### config.mk
export PLATFORM = sky130hd
export DESIGN_NAME = ser_rom_scan
export DESIGN_NICKNAME = d
export VERILOG_FILES = /design/src/rtl/ser_rom_pkg.sv /design/src/rtl/ser_rom_tick.sv /design/src/rtl/ser_rom_shift.sv /design/src/rtl/ser_rom_sum.sv /design/src/rtl/ser_rom_scan.sv
export SDC_FILE = /design/constraint.sdc
export NUM_CORES = 1
export LEC_CHECK = 0
export BUFFER_PORTS_ARGS = -buffer_cell sky130_fd_sc_hd__buf_2
export CAP_MARGIN = 20
export CORE_ASPECT_RATIO = 2
export CORE_MARGIN = 2
export CORE_UTILIZATION = 25
export CTS_BUF_LIST = sky130_fd_sc_hd__clkbuf_4 sky130_fd_sc_hd__clkbuf_8 sky130_fd_sc_hd__clkbuf_16
export DETAILED_ROUTE_END_ITERATION = 10
export PLACE_DENSITY = 0.5
export SYNTH_ARGS = -nofsm -noshare
export SYNTH_HDL_FRONTEND = slang
export SYNTH_HIERARCHICAL = 1
export SYNTH_SLANG_ARGS = --single-unit
### constraint.sdc
create_clock -name clk -period 3.05 [get_ports clk]
set_clock_uncertainty 0.2 [all_clocks]
set_input_delay 0.61 -clock clk [delete_from_list [all_inputs] [get_ports clk]]
set_output_delay 0.61 -clock clk [all_outputs]
set_load 0.01 [all_outputs]
### src/rtl/ser_rom_pkg.sv
package ser_rom_pkg;

    typedef enum logic [2:0] {
        ST_IDLE = 3'd0,
        ST_SEL  = 3'd1,
        ST_LO   = 3'd2,
        ST_HI   = 3'd3,
        ST_GAP  = 3'd4
    } phase_e;

    typedef enum logic [1:0] {
        SG_CMD  = 2'd0,
        SG_ADR  = 2'd1,
        SG_DAT  = 2'd2
    } seg_e;

    localparam logic [2:0] READ_CMD = 3'b110;

endpackage

### src/rtl/ser_rom_tick.sv
module ser_rom_tick #(
    parameter int HALF_CYC = 4
) (
    input  logic clk,
    input  logic rst_n,
    input  logic run,
    output logic tick
);
    localparam int CW = (HALF_CYC > 1) ? $clog2(HALF_CYC) : 1;

    logic [CW-1:0] cnt_d, cnt_q;

    always_comb begin
        tick  = run && (cnt_q == CW'(HALF_CYC - 1));
        cnt_d = cnt_q;
        if (!run || tick) begin
            cnt_d = '0;
        end else begin
            cnt_d = cnt_q + CW'(1);
        end
    end

    always_ff @(posedge clk) begin
        if (!rst_n) begin
            cnt_q <= '0;
        end else begin
            cnt_q <= cnt_d;
        end
    end
endmodule

### src/rtl/ser_rom_shift.sv
module ser_rom_shift #(
    parameter int W = 16
) (
    input  logic         clk,
    input  logic         rst_n,
    input  logic         en,
    input  logic         din,
    output logic [W-1:0] q
);
    logic [W-1:0] sh_d, sh_q;

    always_comb begin
        sh_d = sh_q;
        if (en) begin
            sh_d = {sh_q[W-2:0], din};
        end
    end

    always_ff @(posedge clk) begin
        if (!rst_n) begin
            sh_q <= '0;
        end else begin
            sh_q <= sh_d;
        end
    end

    assign q = sh_q;
endmodule

### src/rtl/ser_rom_sum.sv
module ser_rom_sum #(
    parameter int          W   = 16,
    parameter logic [15:0] SIG = 16'hBABA
) (
    input  logic         clk,
    input  logic         rst_n,
    input  logic         clr,
    input  logic         add,
    input  logic [W-1:0] data,
    output logic         match
);
    logic [W-1:0] sum_d, sum_q;

    always_comb begin
        sum_d = sum_q;
        if (clr) begin
            sum_d = '0;
        end else if (add) begin
            sum_d = sum_q + data;
        end
        match = (sum_d == W'(SIG));
    end

    always_ff @(posedge clk) begin
        if (!rst_n) begin
            sum_q <= '0;
        end else begin
            sum_q <= sum_d;
        end
    end
endmodule

### src/rtl/ser_rom_scan.sv
module ser_rom_scan
    import ser_rom_pkg::*;
#(
    parameter int          HALF_CYC  = 4,
    parameter int          ADDR_MAX  = 8,
    parameter int          WORD_W    = 16,
    parameter logic [15:0] SIGNATURE = 16'hBABA
) (
    input  logic                          clk,
    input  logic                          rst_n,
    input  logic                          start,
    output logic                          ee_cs,
    output logic                          ee_sk,
    output logic                          ee_di,
    input  logic                          ee_do,
    output logic                          word_vld,
    output logic [WORD_W-1:0]             word_data,
    output logic [ADDR_MAX-1:0]           word_addr,
    output logic                          done,
    output logic [$clog2(ADDR_MAX+1)-1:0] addr_width,
    output logic                          sum_ok,
    output logic                          size_err
);
    localparam int AW_W   = $clog2(ADDR_MAX + 1);
    localparam int BN_MAX = (WORD_W > ADDR_MAX) ? WORD_W : ADDR_MAX;
    localparam int BN_W   = $clog2(BN_MAX);
    localparam int CNT_W  = ADDR_MAX + 1;

    typedef struct packed {
        phase_e              st;
        seg_e                seg;
        logic [BN_W-1:0]     bitn;
        logic                detect;
        logic [AW_W-1:0]     width;
        logic                err;
        logic [ADDR_MAX-1:0] addr;
        logic                vld;
        logic                done;
        logic                ok;
    } reg_t;

    reg_t r_d, r_q;

    logic tick;
    logic sh_en;
    logic acc_clr;
    logic acc_match;
    logic last_word;
    logic [CNT_W-1:0] nxt_cnt;
    logic [CNT_W-1:0] word_cnt;
    logic bit_out;

    ser_rom_tick #(.HALF_CYC(HALF_CYC)) u_tick (
        .clk   (clk),
        .rst_n (rst_n),
        .run   (r_q.st != ST_IDLE),
        .tick  (tick)
    );

    ser_rom_shift #(.W(WORD_W)) u_shift (
        .clk   (clk),
        .rst_n (rst_n),
        .en    (sh_en),
        .din   (ee_do),
        .q     (word_data)
    );

    ser_rom_sum #(.W(WORD_W), .SIG(SIGNATURE)) u_sum (
        .clk   (clk),
        .rst_n (rst_n),
        .clr   (acc_clr),
        .add   (r_q.vld),
        .data  (word_data),
        .match (acc_match)
    );

    // end-of-scan detection: next address equals the word count
    always_comb begin
        nxt_cnt   = {1'b0, r_q.addr} + CNT_W'(1);
        word_cnt  = CNT_W'(1) << r_q.width;
        last_word = (nxt_cnt == word_cnt);
    end

    // bit presented on the data pin for the current segment
    always_comb begin
        int idx;
        bit_out = 1'b0;
        idx     = int'(r_q.width) - 1 - int'(r_q.bitn);
        case (r_q.seg)
            SG_CMD: begin
                bit_out = READ_CMD[2 - int'(r_q.bitn[1:0])];
            end
            SG_ADR: begin
                if (!r_q.detect && idx >= 0 && idx < ADDR_MAX) begin
                    bit_out = r_q.addr[idx];
                end
            end
            default: bit_out = 1'b0;
        endcase
    end

    always_comb begin
        r_d      = r_q;
        r_d.vld  = 1'b0;
        r_d.done = 1'b0;
        acc_clr  = 1'b0;
        sh_en    = 1'b0;
        case (r_q.st)
            ST_IDLE: begin
                if (start) begin
                    r_d.st     = ST_SEL;
                    r_d.detect = 1'b1;
                    r_d.width  = '0;
                    r_d.err    = 1'b0;
                    r_d.ok     = 1'b0;
                    r_d.addr   = '0;
                    acc_clr    = 1'b1;
                end
            end
            ST_SEL: begin
                if (tick) begin
                    r_d.st   = ST_LO;
                    r_d.seg  = SG_CMD;
                    r_d.bitn = '0;
                end
            end
            ST_LO: begin
                if (tick) begin
                    r_d.st = ST_HI;
                end
            end
            ST_HI: begin
                if (tick) begin
                    r_d.st = ST_LO;
                    case (r_q.seg)
                        SG_CMD: begin
                            if (r_q.bitn == BN_W'(2)) begin
                                r_d.seg  = SG_ADR;
                                r_d.bitn = '0;
                            end else begin
                                r_d.bitn = r_q.bitn + BN_W'(1);
                            end
                        end
                        SG_ADR: begin
                            if (r_q.detect) begin
                                if (!ee_do) begin
                                    r_d.width = AW_W'(r_q.bitn) + AW_W'(1);
                                    r_d.seg   = SG_DAT;
                                    r_d.bitn  = '0;
                                end else if (r_q.bitn == BN_W'(ADDR_MAX - 1)) begin
                                    r_d.width = AW_W'(ADDR_MAX);
                                    r_d.err   = 1'b1;
                                    r_d.seg   = SG_DAT;
                                    r_d.bitn  = '0;
                                end else begin
                                    r_d.bitn = r_q.bitn + BN_W'(1);
                                end
                            end else if (AW_W'(r_q.bitn) + AW_W'(1) == r_q.width) begin
                                r_d.seg  = SG_DAT;
                                r_d.bitn = '0;
                            end else begin
                                r_d.bitn = r_q.bitn + BN_W'(1);
                            end
                        end
                        default: begin
                            sh_en = 1'b1;
                            if (r_q.bitn == BN_W'(WORD_W - 1)) begin
                                r_d.st  = ST_GAP;
                                r_d.vld = !r_q.detect;
                            end else begin
                                r_d.bitn = r_q.bitn + BN_W'(1);
                            end
                        end
                    endcase
                end
            end
            ST_GAP: begin
                if (tick) begin
                    if (r_q.detect) begin
                        r_d.detect = 1'b0;
                        r_d.addr   = '0;
                        r_d.st     = ST_SEL;
                    end else if (last_word) begin
                        r_d.st   = ST_IDLE;
                        r_d.done = 1'b1;
                        r_d.ok   = acc_match;
                    end else begin
                        r_d.addr = r_q.addr + ADDR_MAX'(1);
                        r_d.st   = ST_SEL;
                    end
                end
            end
            default: r_d.st = ST_IDLE;
        endcase
    end

    always_ff @(posedge clk) begin
        if (!rst_n) begin
            r_q <= '0;
        end else begin
            r_q <= r_d;
        end
    end

    assign ee_cs      = (r_q.st == ST_SEL) || (r_q.st == ST_LO) || (r_q.st == ST_HI);
    assign ee_sk      = (r_q.st == ST_HI);
    assign ee_di      = ((r_q.st == ST_LO) || (r_q.st == ST_HI)) ? bit_out : 1'b0;
    assign word_vld   = r_q.vld;
    assign word_addr  = r_q.addr;
    assign done       = r_q.done;
    assign addr_width = r_q.width;
    assign sum_ok     = r_q.ok;
    assign size_err   = r_q.err;
endmodule

## Yosys cells after proc, flatten, opt, wreduce, memory -nomap -nowiden

Index checks and enable logic that the tools add are counted.

| operators by class | value |
|---|---|
| $add $sub $neg | 8 |
| shift-type cells | 1 |
| reductions and logical operators | 27 |
| multiplexer cells | 57 |
| magnitude comparators | 4 |
| equality and inequality tests | 30 |
| bitwise logic cells | 5 |

Operator list:

| kind | number |
|---|---|
| $mux 16 | 2 |
| $mux 8 | 3 |
| $mux 4 | 5 |
| $mux 5 | 4 |
| $mux 3 | 6 |
| $mux 9 | 2 |
| $mux 1 | 17 |
| $add 16x16->16 | 1 |
| $eq 16x16->1 const B | 1 |
| $pmux 8 s2 | 1 |
| $pmux 3 s5 | 1 |
| $mux 14 | 1 |
| $reduce_and 7->1 | 2 |
| $lt 6x5->1 const B | 2 |
| $mux 6 | 2 |
| $ne 2x2->1 const B | 6 |
| $pmux 6 s2 | 1 |
| $ne 2x1->1 const B | 5 |
| $pmux 5 s2 | 1 |
| $reduce_and 5->1 | 2 |
| $add 8x1->9 const B | 1 |
| $eq 9x9->1 | 1 |
| $shl 1x4->9 const A | 1 |
| $add 8x1->8 const B | 1 |
| 42 further kinds | 63 |

| storage, ports and cells | value |
|---|---|
| output and inout port bits | 35 |
| bits of input ports | 4 |
| register bits after elaboration | 60 |
| logic and storage cells | 145 |

## Logic depth before layout (Yosys ltp)

| depth | value |
|---|---|
| depth in word-level cells | 8 |
| mapped depth | 13 |
| depth with buffers taken out | 13 |

## Hierarchy

The synthesis kept the hierarchy.

By module, submodules not included:

| module | area each (µm²) | cells an instance | seq. area each (µm²) | instances |
|---|---|---|---|---|
| ser_rom_scan | 2,317.2 | 294 | 520.5 | 1 |
| ser_rom_sum | 1,407.6 | 159 | 320.3 | 1 |
| ser_rom_shift | 615.6 | 51 | 320.3 | 1 |
| ser_rom_tick | 83.8 | 6 | 40.0 | 1 |

## Worst setup path before layout

Ideal clock, no wire load.

| timing | value |
|---|---|
| kind | register -> register |
| start | register u_shift.sh_q[0] (netlist: u_shift/q[0]) |
| end | register r_q (netlist bit sum_ok) |
| path slack | -0.102 ns |
| data required time | 2.788 ns |
| clock period less this slack | 3.152 ns |
| cell stages (with the launch flop) | 14 |
| buffers on the path | 0 |
| setup time | 0.062 ns |
| arrival time | 2.890 ns |
| path through | dfxtp_1 > ha_1 > fa_1 > a21o_1 > a221oi_2 > a21boi_1 > o41a_1 > mux2i_1 > a21oi_1 > o2111ai_1 > nor4_2 > nand3_1 > or3_1 > nand3_1 |

| on the way | value |
|---|---|
| longest elaborated chain between the ends | 8 |

RTL lines:

| element | line | source |
|---|---|---|
| from (decl) | ser_rom_shift.sv:10 | `logic [W-1:0] sh_d, sh_q;` |
| from (signal assigned) | ser_rom_shift.sv:21 | `sh_q <= '0;` |
| from (signal assigned) | ser_rom_shift.sv:23 | `sh_q <= sh_d;` |
| $add 16x16->16 | ser_rom_sum.sv:19 | `sum_d = sum_q + data;` |
| $mux 16 | ser_rom_sum.sv:18 | `end else if (add) begin` |
| $mux 16 | ser_rom_sum.sv:16 | `if (clr) begin` |
| $eq 16x16->1 | ser_rom_sum.sv:21 | `match = (sum_d == W'(SIG));` |
| net acc_match | ser_rom_scan.sv:47 | `logic acc_match;` |
| $mux 2 | ser_rom_scan.sv:183 | `end else if (last_word) begin` |
| $mux 1 | ser_rom_scan.sv:179 | `if (r_q.detect) begin` |
| $mux 1 | ser_rom_scan.sv:178 | `if (tick) begin` |
| $pmux 1 s2 | ser_rom_scan.sv:108 | `case (r_q.st)` |
| to (signal assigned) | ser_rom_scan.sv:201 | `r_q <= r_d;` |
| to (decl) | ser_rom_scan.sv:42 | `reg_t r_d, r_q;` |

The timed path passes the listed nets, and every way through them passes these cells. The select of a mux whose other input is x is not followed.
A chain may end at the register's enable or synchronous reset.

## Worst setup path after layout

| timing | value |
|---|---|
| start | register r_q (netlist bit addr_width[0]) |
| end | output ee_di |

| on the way | value |
|---|---|
| longest elaborated chain between the ends | 8 |
| elaborated cells on any way between the ends | 12 |
| classes of those cells | add/sub (2); order compare (2); mux (6); reduce/logical (2) |

RTL lines:

| element | line | source |
|---|---|---|
| $sub 4x1->5 * | ser_rom_scan.sv:88 | `idx = int'(r_q.width) - 1 - int'(r_q.bitn);` |
| $sub 5x5->6 * | ser_rom_scan.sv:88 |  |
| $ge 6x1->1 or $bmux 1 s3 (tied branches) | ser_rom_scan.sv:94, ser_rom_scan.sv:95 |  |
| $logic_and 1x1->1 or $mux 1 (tied branches) (2 in series) | ser_rom_scan.sv:94, ser_rom_scan.sv:95 |  |
| $mux 1 * | ser_rom_scan.sv:94 | `if (!r_q.detect && idx >= 0 && idx < ADDR_MAX) begin` |
| $pmux 1 s2 * | ser_rom_scan.sv:89 | `case (r_q.seg)` |
| $mux 1 * | ser_rom_scan.sv:207 | `assign ee_di = ((r_q.st == ST_LO) \|\| (r_q.st == ST_HI)) ? bit_out : 1'b0;` |
| to (decl) | ser_rom_scan.sv:14 | `output logic ee_di,` |

Mark *: on every way between the ends. The rest lies on a longest branch, timed or not. The select of a mux whose other input is x is not followed.

==> metrics.cfg <==
[timing]
tightest_slew_ns=0.529
hold_viol=0
max_slew_margin_pct=64.6
rsz0062_at_grt=yes
drv_slew=0
period_share_pct=111
setup_slack_ns=-0.350
period_minus_slack_ns=3.40
fin_setup_tns_ns=-0.472
fmax_ghz=0.294
setup_violations=2

[placed_design]
dp_hpwl_mm=10.7
place.gp.congestion=0.870
portBuffers=38
place_inst=797

[synth]
synth_seq_cells=60
synthDominantCellAreaShare_pct=27.1
synth_top_area_cell=dfxtp_1
synth_edf_count=0
ys_seq_area_share_pct=27.1
ys_top_cells_by_area=dfxtp_1, ha_1, mux2i_1
syn_avg_cell_area_um2=8.67
syn_inst=510
netlist_top_cells_count=dfxtp_1, nor2_1, nand2_1
ys.warnings.count=6
synth_flop_cell=dfxtp_1
syn_nets=545
yosysUniqueCellTypes=84
synth_most_common_cell=dfxtp_1
syn_area_um2=4420
synthArstFlopShare_pct=0

[critical_path]
cpPeakStageDelay_ns=0.44
arrival_ns=2.59
path_buf_inv=2
worstPathCellList=inv_2, ha_4, fa_1, mux4_2, mux2i_1, a2111oi_2, a21oi_1, nor3_2, buf_2
start_kind=register
critical_path_class=register to output port
r2r_slack_ns=-0.12
cp.depth=9
slowest_stage=fa_1
crit_family=adder cells
cp-end-kind=output port
path_max_fanout=2
r2r_cells=13
cp.required_ns=2.24

[finish]
instances_no_fill=814
finalNetCount=636
drive_above_1_share_pct=29.1
syn_to_final_growth_pct=27.0
antenna_cells=0

[global_routing]
grt_pass1_wl_mm=22.1
grt.total_usage_pct=15.0
antenna_found_initial=0
grt_pass1_vias=4405
grt_start_max_net_pins=20
grt_remaining_overflow=0

[floorplan]
io_pins=39
rows=68
die_h_um=192
die_area_um2=18800
start_util_pct=25.6
die_w_um=98.1
core_area_um2=17300

[outcome]
status=complete, but fails checks
violations=negative setup slack

[power_and_ir_drop]
total_power_mw=1.89
powerDensity_nw_per_um2=337
leakagePower_nw=2.30
peakVddDrop_mv=0.181

[clock_network]
cts_root_buf=clkbuf_16
cts_tree=done
clk_pin_slew_ns=0.06
clock_sinks=60
numCtsBuffers=9
cts_buffer_depth=2
cts.htree.levels=3
clk_latency_ns=0.33

[detailed_routing]
drt_wl_total_mm=13.7
viasPerCell=5.04
ant_nets=0
drc=0
drtIter0Drc=117
wl_per_cell_um=16.8
firstDrtPassIters=6
vias=4102

[flow_run]
drv_cap=0

[hold_path]
hold_path_class=register to register
hold_depth=2

power by group:
part	internal, mW	leakage, nW	switching [mW]
clock network	0.675	0.148	0.362
logic	0.0197	1.67	0.0399
registers	0.788	0.486	0.00699
registers in the layout (all words and copies together), names as in the netlist:
signal / count
u_tick/cnt_q: 2
size_err: 1
u_sum/sum_q: 16
r_q: 10
u_shift/q: 16
done: 1
word_vld: 1
sum_ok: 1
word_addr: 8
addr_width: 4
worst paths after layout:
kind / startpoint / end
hold / removal: size_err$_SDFFE_PN0P_ / size_err$_SDFFE_PN0P_
setup / recovery: addr_width[0]$_SDFFE_PN0P_ / ee_di
hold reg to reg: size_err$_SDFFE_PN0P_ / size_err$_SDFFE_PN0P_
setup reg to reg: u_shift/q[0]$_SDFFE_PN0P_ / sum_ok$_SDFFE_PN0P_
worst reg2reg max path, delay by kind of cell, from the launching register on:
family / cells / cell delay [ns]
AOI/OAI and AO/OA: 6 / 1.26
adders and majority gates: 2 / 0.50
DFF: 1 / 0.33
and+or+nand+nor: 5 / 0.83
cell type report:
type	count	area [µm²]
fillers	1844	11700
clock buffers	12	260
multi-input cells	392	3000
well taps	210	263
clock inverters	2	35.0
inverters	24	90.1
repair buffers	114	764
flip-flops and latches	60	1210
kinds of logic (layout without fill, tap and decap cells):
group	count (synthesis)	after routing	synth area share [%]
compound gates	114	114	19.1
xor+xnor	27	27	6.59
flops	60	60	27.1
fa+ha+maj	31	31	9.11
buf+inv	58	152	7.16
simple gates	186	186	22.5
mux	34	34	8.37
through the flow:
step	utilization (%)	worst slack, ns	hold slack [ns]	instance area, µm²
after floorplan	-	0.0102	0.278	4430
after global placement	30.2	-0.174	0.324	5210
after detailed placement	30.2	-0.275	0.324	5210
after CTS	32.4	-0.336	0.336	5590
after global routing	32.5	-0.462	0.352	5620
final	32.5	-0.350	0.337	5620
what timing repair did:
action                                  CTS  global route
resized for setup                        14             7
setup buffers                             3             0
endpoints found under the setup margin    2            11
hold buffers                              0             0
hold endpoints to repair                  0             0
pin swaps                                 7             2
cell usage in the layout (no fill, tap or decap), types with 5 or more instances in the layout:
cell type,instances
buf_4,75
dfxtp_1,56
nor2_1,47
buf_2,38
nand2_1,37
a21oi_1,30
mux2i_1,28
ha_1,25
inv_1,20
nor2b_1,20
xnor2_1,17
o21ai_0,13
nor3_1,11
nand3_1,11
clkbuf_16,9
a21o_1,8
nand2b_1,7
nor3b_1,7
or3_1,5
xor2_1,5
and2_1,5
per-layer routing:
| metal | wire length [µm] | up-vias | global-route usage [%] |
|---|---|---|---|
| met5 | 0 | - | 0 |
| met4 | 675 | 0 | 9.72 |
| met3 | 357 | 40 | 2.55 |
| met2 | 7860 | 88 | 29.8 |
| met1 | 4790 | 1969 | 13.5 |
| li1 | - | 2005 | - |
(Power assumes the default switching activity.)
